==> config.mk <==
export PLATFORM = sky130hd
export DESIGN_NAME = irq_trigger_latch
export DESIGN_NICKNAME = d
export VERILOG_FILES = /design/src/rtl/irq_latch_pkg.sv /design/src/rtl/irq_sync.sv /design/src/rtl/irq_trigger_cell.sv /design/src/rtl/irq_sample_check.sv /design/src/rtl/irq_trigger_latch.sv
export SDC_FILE = /design/constraint.sdc
export NUM_CORES = 1
export LEC_CHECK = 0
export BUFFER_PORTS_ARGS = -buffer_cell sky130_fd_sc_hd__buf_2
export CELL_PAD_IN_SITES_DETAIL_PLACEMENT = 0
export CELL_PAD_IN_SITES_GLOBAL_PLACEMENT = 1
export CORE_UTILIZATION = 35
export CTS_CLUSTER_DIAMETER = 100
export DETAILED_ROUTE_END_ITERATION = 8
export GPL_ROUTABILITY_DRIVEN = 1
export GPL_TIMING_DRIVEN = 0
export PLACE_DENSITY_LB_ADDON = 0.08
export SYNTH_ARGS = -nofsm -noshare
export SYNTH_HDL_FRONTEND = slang
export SYNTH_SLANG_ARGS = --single-unit
export TNS_END_PERCENT = 5
==> constraint.sdc <==
create_clock -name clk -period 1.5 [get_ports clk]
set_clock_uncertainty 0.05 [all_clocks]
set_input_delay 0.3 -clock clk [delete_from_list [all_inputs] [get_ports clk]]
set_output_delay 0.3 -clock clk [all_outputs]
set_load 0.05 [all_outputs]
==> src/rtl/irq_latch_pkg.sv <==
// Package: shared defaults and the sample result record for the request latch.
// Assumes: the line count is a power of two, so a level code covers all lines.
package irq_latch_pkg;
    localparam int unsigned DEF_LINES  = 8;
    localparam int unsigned DEF_STAGES = 2;
    localparam int unsigned DEF_LVL_W  = $clog2(DEF_LINES);

    typedef struct packed {
        logic                 valid;
        logic                 spurious;
        logic [DEF_LVL_W-1:0] level;
    } sample_res_t;
endpackage

==> src/rtl/irq_sync.sv <==
// Module: multi-stage synchronizer for a vector of asynchronous request lines.
// Assumes: STAGES >= 1; the output is the last stage, reset low.
module irq_sync #(
    parameter int unsigned WIDTH  = 8,
    parameter int unsigned STAGES = 2
) (
    input  logic             clk,
    input  logic             rst_n,
    input  logic [WIDTH-1:0] d,
    output logic [WIDTH-1:0] q
);
    logic [STAGES-1:0][WIDTH-1:0] stage_q;

    genvar s;
    generate
        for (s = 0; s < STAGES; s++) begin : g_stage
            // Shift each stage from the previous one (stage 0 from the pin).
            always_ff @(posedge clk) begin
                if (!rst_n) begin
                    stage_q[s] <= '0;
                end else if (s == 0) begin
                    stage_q[s] <= d;
                end else begin
                    stage_q[s] <= stage_q[(s == 0) ? 0 : s-1];
                end
            end
        end
    endgenerate

    assign q = stage_q[STAGES-1];
endmodule

==> src/rtl/irq_trigger_cell.sv <==
// Module: per-line trigger logic; edge latch with acknowledge clear, or level follow.
// Assumes: sync_in is already synchronous; level_mode comes from a registered control bit.
module irq_trigger_cell (
    input  logic clk,
    input  logic rst_n,
    input  logic sync_in,
    input  logic level_mode,
    input  logic ack_hit,
    output logic pend
);
    logic prev_q;
    logic edge_q;
    logic rise;

    assign rise = sync_in & ~prev_q;

    // Remember the synchronized line one clock back for edge detection.
    always_ff @(posedge clk) begin
        if (!rst_n) prev_q <= 1'b0;
        else        prev_q <= sync_in;
    end

    // Edge request latch: set by a rise (wins over ack), cleared by ack, discarded in level mode.
    always_ff @(posedge clk) begin
        if (!rst_n)          edge_q <= 1'b0;
        else if (level_mode) edge_q <= 1'b0;
        else if (rise)       edge_q <= 1'b1;
        else if (ack_hit)    edge_q <= 1'b0;
    end

    // Pending source selected by the line's trigger mode.
    always_comb begin
        pend = level_mode ? sync_in : edge_q;
    end
endmodule

==> src/rtl/irq_sample_check.sv <==
// Module: first-acknowledge activity check; flags a vanished line as spurious.
// Assumes: a spurious result reports the highest level code (lowest priority).
module irq_sample_check #(
    parameter int unsigned LINES = 8,
    localparam int unsigned LVL_W = $clog2(LINES)
) (
    input  logic             clk,
    input  logic             rst_n,
    input  logic [LINES-1:0] sync_vec,
    input  logic             strobe,
    input  logic [LVL_W-1:0] level_in,
    output logic             res_valid,
    output logic             res_spurious,
    output logic [LVL_W-1:0] res_level
);
    localparam logic [LVL_W-1:0] SPUR_LVL = LVL_W'(LINES - 1);

    logic line_active;

    assign line_active = sync_vec[level_in];

    // Register the sample verdict one clock after the strobe.
    always_ff @(posedge clk) begin
        if (!rst_n) begin
            res_valid    <= 1'b0;
            res_spurious <= 1'b0;
            res_level    <= '0;
        end else if (strobe) begin
            res_valid    <= 1'b1;
            res_spurious <= ~line_active;
            res_level    <= line_active ? level_in : SPUR_LVL;
        end else begin
            res_valid    <= 1'b0;
            res_spurious <= 1'b0;
            res_level    <= '0;
        end
    end
endmodule

==> src/rtl/irq_trigger_latch.sv <==
// Module: top of the programmable edge/level request latch.
// Assumes: all inputs synchronous to clk apart from irq_in, which is synchronized here.
module irq_trigger_latch #(
    parameter int unsigned LINES  = irq_latch_pkg::DEF_LINES,
    parameter int unsigned STAGES = irq_latch_pkg::DEF_STAGES,
    localparam int unsigned LVL_W = $clog2(LINES)
) (
    input  logic             clk,
    input  logic             rst_n,
    input  logic [LINES-1:0] irq_in,
    input  logic             mode_wr_en,
    input  logic [LINES-1:0] mode_wr_data,
    output logic [LINES-1:0] mode_q,
    input  logic             ack_valid,
    input  logic [LVL_W-1:0] ack_level,
    input  logic             sample_strobe,
    input  logic [LVL_W-1:0] sample_level,
    output logic [LINES-1:0] pending,
    output logic             sample_valid,
    output logic             sample_spurious,
    output logic [LVL_W-1:0] sample_level_o
);
    logic [LINES-1:0] sync_vec;
    logic [LINES-1:0] ack_hit;

    // Trigger mode control register; a write lands on the next clock.
    always_ff @(posedge clk) begin
        if (!rst_n)          mode_q <= '0;
        else if (mode_wr_en) mode_q <= mode_wr_data;
    end

    irq_sync #(.WIDTH(LINES), .STAGES(STAGES)) u_sync (
        .clk   (clk),
        .rst_n (rst_n),
        .d     (irq_in),
        .q     (sync_vec)
    );

    genvar i;
    generate
        for (i = 0; i < LINES; i++) begin : g_line
            assign ack_hit[i] = ack_valid && (ack_level == LVL_W'(i));

            irq_trigger_cell u_cell (
                .clk        (clk),
                .rst_n      (rst_n),
                .sync_in    (sync_vec[i]),
                .level_mode (mode_q[i]),
                .ack_hit    (ack_hit[i]),
                .pend       (pending[i])
            );
        end
    endgenerate

    irq_sample_check #(.LINES(LINES)) u_sample (
        .clk          (clk),
        .rst_n        (rst_n),
        .sync_vec     (sync_vec),
        .strobe       (sample_strobe),
        .level_in     (sample_level),
        .res_valid    (sample_valid),
        .res_spurious (sample_spurious),
        .res_level    (sample_level_o)
    );
endmodule

Yosys cells after proc, flatten, opt, wreduce, memory -nomap -nowiden
Index checks and enable logic that the tools add are counted.
{ "op_classes": {"bitwise_logic": 18, "magnitude_cmp": 1, "n_eq_ne": 7, "n_reduce_logical": 26, "mux": 28} }
{ "op_table": {"columns": ["op", "count"], "rows": [
  ["$mux W1", 26],
  ["$reduce_bool A2 Y1", 8],
  ["$reduce_or A2 Y1", 8],
  ["$eq A3 B3 Y1 const B", 4],
  ["$not A1 Y1", 10],
  ["$and A1 B1 Y1", 8],
  ["$logic_and A1 B1 Y1", 8],
  ["$eq A3 B2 Y1 const B", 2],
  ["$lt A3 B4 Y1 const B", 1],
  ["$bmux W1 S3", 1],
  ["$eq A3 B1 Y1 const B", 1],
  ["$logic_not A3 Y1", 1],
  ["$mux W3", 1],
  ["$reduce_and A2 Y1", 1]
]} }
{ "word_totals": {"out_inout_bits": 21, "elab_cells": 102, "reg_bits": 45, "input_bits": 27} }

Depth between registers and ports, before layout
Gate-level depths: netlist of the first run.
{ "depth": {"word_depth": 4, "mapped_depth": 4, "mapped_depth_nobuf": 4} }

By module
From an unflattened synthesis of the first run, not the netlist that was laid out.
{ "hier_totals": {"cells_unflattened": 167, "area_unflattened_um2": 1789.2} }
{ "modules_own_cells": {"columns": ["mod", "area_each_um2", "cells_per_inst", "n_inst", "seq_area_each_um2"], "rows": [
  ["irq_trigger_cell", 85.1, 8, 8, 40.0],
  ["irq_sync", 506.7, 41, 1, 320.3],
  ["irq_trigger_latch", 360.3, 38, 1, 160.2],
  ["irq_sample_check", 241.5, 24, 1, 100.1]
]} }

Worst setup path before layout of the first run
Ideal clock, no wire load.
{ "synth_timing": {"path_type": "register to output", "from": "reg mode_q[0]", "to": "out pending[0]", "t_arrival_ns": 0.857, "path_slack_ns": 0.293, "stages_incl_launch_ff": 3, "path_cell_list": "dfxtp_1 mux2_2 buf_4"} }
{ "synth_via": {"elab_chain_cells": 1} }
{ "synth_rtl": {"columns": ["item", "line", "text"], "rows": [
  ["start: declaration", "irq_trigger_latch.sv:13", "output logic [LINES-1:0] mode_q,"],
  ["start signal: assignment", "irq_trigger_latch.sv:29", "else if (mode_wr_en) mode_q <= mode_wr_data;"],
  ["$mux W1", "irq_trigger_cell.sv:33", "pend = level_mode ? sync_in : edge_q;"],
  ["end: declaration", "irq_trigger_latch.sv:18", "output logic [LINES-1:0] pending,"]
]} }
No other way between the ends.

Worst setup path after layout of the first run
{ "layout_timing": {"from": "reg mode_q[3]", "to": "out pending[3]"} }
Same word-level chain as after synthesis.

==> flow_summary.ini, run 1 <==
[run_status]
status = finished, violations left
failed_checks = setup timing

[yosys]
synth_simple_gate_area_share_pct = 24.18
synth_top_family_by_area = simple AND/OR/NAND/NOR gates
synth_compound_area_share_pct = 3.830
syn_nets = 194
syn_area_sq_um = 1764
yosys-top-cells-area = dfxtp_1, and2_1, mux2i_1, buf_4, nor2b_1
synthAdderAreaFrac_pct = 0
ys_dominant_reg_cell = dfxtp_1
synth_top_cell_by_area = dfxtp_1
synth_cell_types = 22
ys.warnings.count = 0
syn_area_per_cell_sq_um = 10.56
synth-seq-area-share_pct = 51.06
synth.top_cell.area_share_pct = 51.06
synth_edf_count = 0
synthMuxAreaShare_pct = 12.48
synthCells = 167
synth_xor_area_share_pct = 0
async_flop_share_pct = 0
ys_ff_latch = 45

[sta]
finalSetupTns_ns = -0.2271
tightest_slew_ns = 0.4573
slew-limit-headroom_pct = 69.51
report.final.hold_viol_count = 0
worst_slack_ns = -0.04909
rsz0062_at_grt = yes
setup_viol = 5
holdWs_ns = 0.1498
slew_viol_final = 0
post-route-min-period_ns = 1.549
fin_crit_sh_pct = 103.3
clock.fmax_ghz = 0.6455

[pwr]
ir_worst_vdd_v = 0.0005917
power.total_w = 0.002617
power_leakage_nw = 1.069
power-per-cell-area_nw_per_um2 = 1104

[detailed_routing]
vias_per_cell = 4.312
first_pass_iters = 4
wl_microns = 3601
ant_nets = 0
initialDrtViolationCount = 42
wire_per_inst_microns = 12.33
vias = 1259
drc = 0

[worst_setup_path]
r2r_slack_ns = 0.35
crit_arrival_ns = 1.20
worst_setup_path_start_kind = register
required_ns = 1.15
endpoint_kind = output port
cp_max_fo = 2
critical_path_class = reg -> out

[floorplanning]
io_pins = 48
fp.coreArea_sq_um = 4786
die_area_sq_um = 5328
rows = 25
die_width_microns = 73.00
die_y_microns = 73.00
initial_utilization_pct = 36.86

[placement]
place_congestion = 0.7526
dp_hpwl_microns = 2488
io_buffers = 45

[clock_network]
cts.sinks = 45
cts_hold_buf = 0
numCtsBuffers = 5
cts_root_buf = clkbuf_8
tritoncts = yes
htreeDepth = 2
cts_buffer_depth = 2
clock_latency_ns = 0.30
clk_pin_slew_ns = 0.09

[global_routing]
grt_pass1_wl_microns = 5775
grt_start_max_net_pins = 16
grt_usage_pct = 15.03
grt_antenna_before_repair = 0
grt_remaining_overflow = 0
grt_pass1_vias = 1226

[layout]
layout_commonest_cell = buf_2
diodes = 0
final_core_util_pct = 49.54
syn_to_final_growth_pct = 34.40
nets = 251
layout_common_cells = buf_2, dfxtp_1, and2_1
drive_gt1_share_pct = 42.22

[min_path]
min_path_type = in -> reg

[flow_run]
cap_violations = 0
area by class of cell:
type                       instances  area, sq um
tap                               67        83.83
buffer                            19        141.4
clock buffer                       5        68.82
clock inverter                     3        46.29
inverter                           1        3.754
timing repair buffer              53        367.9
multi-input combinational         99        744.5
sequential                        45        914.6
fill                             467         2415
worst max-delay path, cell delays in order (launching register included):
cell and delay (ns):
dfxtp_2 0.35, mux2_4 0.30, buf_6 0.12, buf_8 0.14
kinds of logic (layout without fill, tap and decap cells):
family / Yosys count / after routing
AND/OR/NAND/NOR: 66 / 66
flip-flops: 45 / 45
buffers and inverters: 23 / 81
multiplexers: 21 / 21
AO/OA/AOI/OAI: 12 / 12
report_power, final:
part / switching [W] / total (W) / internal [W] / leakage, nW
logic: 0.000227 / 0.000415 / 0.000188 / 0.640
clock network: 0.000420 / 0.000918 / 0.000498 / 0.0543
registers: 0.0000301 / 0.00128 / 0.00125 / 0.374
layer usage:
layer	vias up	global-route usage, %	wire [microns]
met5	-	0	0
met4	0	7.190	48
met3	5	4.282	168
met2	30	23.56	1710
met1	565	18.97	1673
li1	659	-	-
per-stage QoR:
stage / cell area, sq um / cells / setup WS, ns
after CTS: 2387 / 294 / -0.05875
after global placement: 2073 / 279 / 0.1037
after detailed placement: 2073 / 279 / 0.08189
after floorplan: 1764 / 167 / 0.2928
after global routing: 2371 / 292 / -0.08621
final: 2371 / 292 / -0.04909
synthesized netlist by cell type, types with 2 or more instances:
master	n
mux2_2	8
nand2b_1	2
buf_2	2
a21oi_1	8
dfxtp_1	45
nor2_1	3
nand4b_1	3
and2_1	24
nand4bb_1	2
mux2i_1	13
nor3b_1	9
o31ai_1	3
nand2_1	4
buf_4	16
nor2b_1	15
clkbuf_1	4
final timing paths:
| path | startpoint | to | cells past startpoint |
|---|---|---|---|
| max | mode_q[3] | pending[3] | 3 |
| min | irq_in[0] | u_sync.stage_q[0] | 2 |
| max reg2reg | u_sync.q[4] | u_sample.res_level[0] | 3 |
| min reg2reg | u_sync.stage_q[5] | u_sync.q[5] | 1 |
repair_timing:
| item | 4_1_cts | 5_1_grt |
|---|---|---|
| setup buffers | 8 | 0 |
| gates resized for setup | 47 | 4 |
| endpoints found under the setup margin | 8 | 8 |
registers in the layout (all words and copies together) (netlist names):
register and cells:
u_sync.q 8, u_sample.res_spurious 1, u_sample.res_level 3, u_sample.res_valid 1, mode_q 8, g_line.u_cell.prev_q 8
u_sync.stage_q 8, g_line.u_cell.edge_q 8
No activity file was read; power rests on OpenSTA's default activity.
==> run 2, diff against run 1 <==
CAP_MARGIN = 25   (was unset)
CORE_MARGIN = 5   (was unset)
clock period = 1.8 ns   (was 1.5 ns; I/O delays follow)
==> flow_summary.ini, run 2 (synthesis gave the netlist of run 1 again) <==
[run_status]
status = completed

[floorplanning]
die_width_microns = 81.00
rows = 25
io_pins = 48
die_y_microns = 81.00
fp.coreArea_sq_um = 4817
die_area_sq_um = 6560
initial_utilization_pct = 36.62

[sta]
clock.fmax_ghz = 0.5765
report.final.hold_viol_count = 0
holdWs_ns = 0.2121
tightest_slew_ns = 0.4360
slew-limit-headroom_pct = 70.93
setup_viol = 0
slew_viol_final = 0
rsz0062_at_grt = no
fin_crit_sh_pct = 96.37
worst_slack_ns = 0.06526
finalSetupTns_ns = 0
post-route-min-period_ns = 1.735

[worst_setup_path]
critPathMaxStageDelay_ns = 0.36
cp_cell_sequence = mux2_2 > buf_4 > buf_2
critical_path_class = reg -> out
crit_arrival_ns = 1.32
crit_slowest_cell = dfxtp_2
cp_max_fo = 4
endpoint_kind = output port
cp_top_family = flip-flops
r2r_slack_ns = 0.67
timing.critical_path.buf_inv = 2
required_ns = 1.39
worst_setup_path_start_kind = register

[min_path]
min_path_type = in -> reg

[pwr]
power_leakage_nw = 0.9982
ir_worst_vdd_v = 0.0004679
power-per-cell-area_nw_per_um2 = 913.1

[layout]
nFillCells = 510
layout_commonest_cell = buf_2
diodes = 0
final_core_util_pct = 45.12
ff_latch_area_sq_um = 910.9
multi_input_area_sq_um = 714.4
layout_common_cells = buf_2, dfxtp_1, and2_1
syn_to_final_growth_pct = 23.19
drive_gt1_share_pct = 39.55
final_cells = 287
nets = 246

[clock_network]
numCtsBuffers = 5
postCtsSetupBuffers = 0
cts.sinks = 45
cts_buffer_depth = 2
clock_latency_ns = 0.29
cts_hold_buf = 0
clk_pin_slew_ns = 0.09
cts_root_buf = clkbuf_8
htreeDepth = 2
tritoncts = yes
cts-resized-gates = 1

[global_routing]
grt_pass1_vias = 1176
grt_antenna_before_repair = 0
grt_pass1_wl_microns = 5651
grt_remaining_overflow = 0
grt_start_max_net_pins = 16
grt_usage_pct = 11.36

[placement]
dp_hpwl_microns = 2685
place_congestion = 0.7112
placed_cells = 279
io_buffers = 45
place_ws_ns = 0.3370

[detailed_routing]
vias_per_cell = 4.324
initialDrtViolationCount = 42
wl_microns = 3553
vias = 1241
first_pass_iters = 4
wire_per_inst_microns = 12.38
drc = 0
ant_nets = 0

[flow_run]
cap_violations = 0
## run 2: cell count changes in the layout (fill, tap and decap cells not counted), sizes merged
cell and change:
bufinv -1, buf -5, inv +1
## run 2: final cells by class
class / count / area share [%]
clock inverters: 3 / 0.9787
multi-input cells: 99 / 32.87
clock buffers: 5 / 3.166
inverters: 1 / 0.1727
well taps: 67 / 3.857
repair buffers: 45 / 10.36
flip-flops and latches: 45 / 41.91
plain buffers: 22 / 6.678
## run 2: layer usage
metal	global-route usage (%)	vias up	part of all wire, %
li1	-	650	-
met1	14.54	551	47
met2	17.49	34	44
met3	3.880	6	6.9
met4	4.561	0	1.6
met5	0	-	0
## run 2: final timing paths
path	from	to	depth (start not counted)
worst min-delay path	irq_in[4]	u_sync.stage_q[4]	2
worst max-delay path	mode_q[1]	pending[1]	3
worst max register to register	u_sync.q[4]	u_sample.res_level[0]	3
worst min register to register	u_sync.stage_q[5]	u_sync.q[5]	1
## run 2: through the flow
step	cell area (sq um)	total power, W
6_report	2173	0.001984
5_1_grt	2173	0.002093
4_1_cts	2165	0.002015
3_5_place_dp	2073	0.001393
3_3_place_gp	2073	0.001387
2_1_floorplan	1764	0.001304
## run 2: report_power, final
part	internal, W	switching (W)
Clock	0.000275	0.000342
Sequential	0.00104	0.0000275
Combinational	0.000119	0.000176
Total	0.00144	0.000546
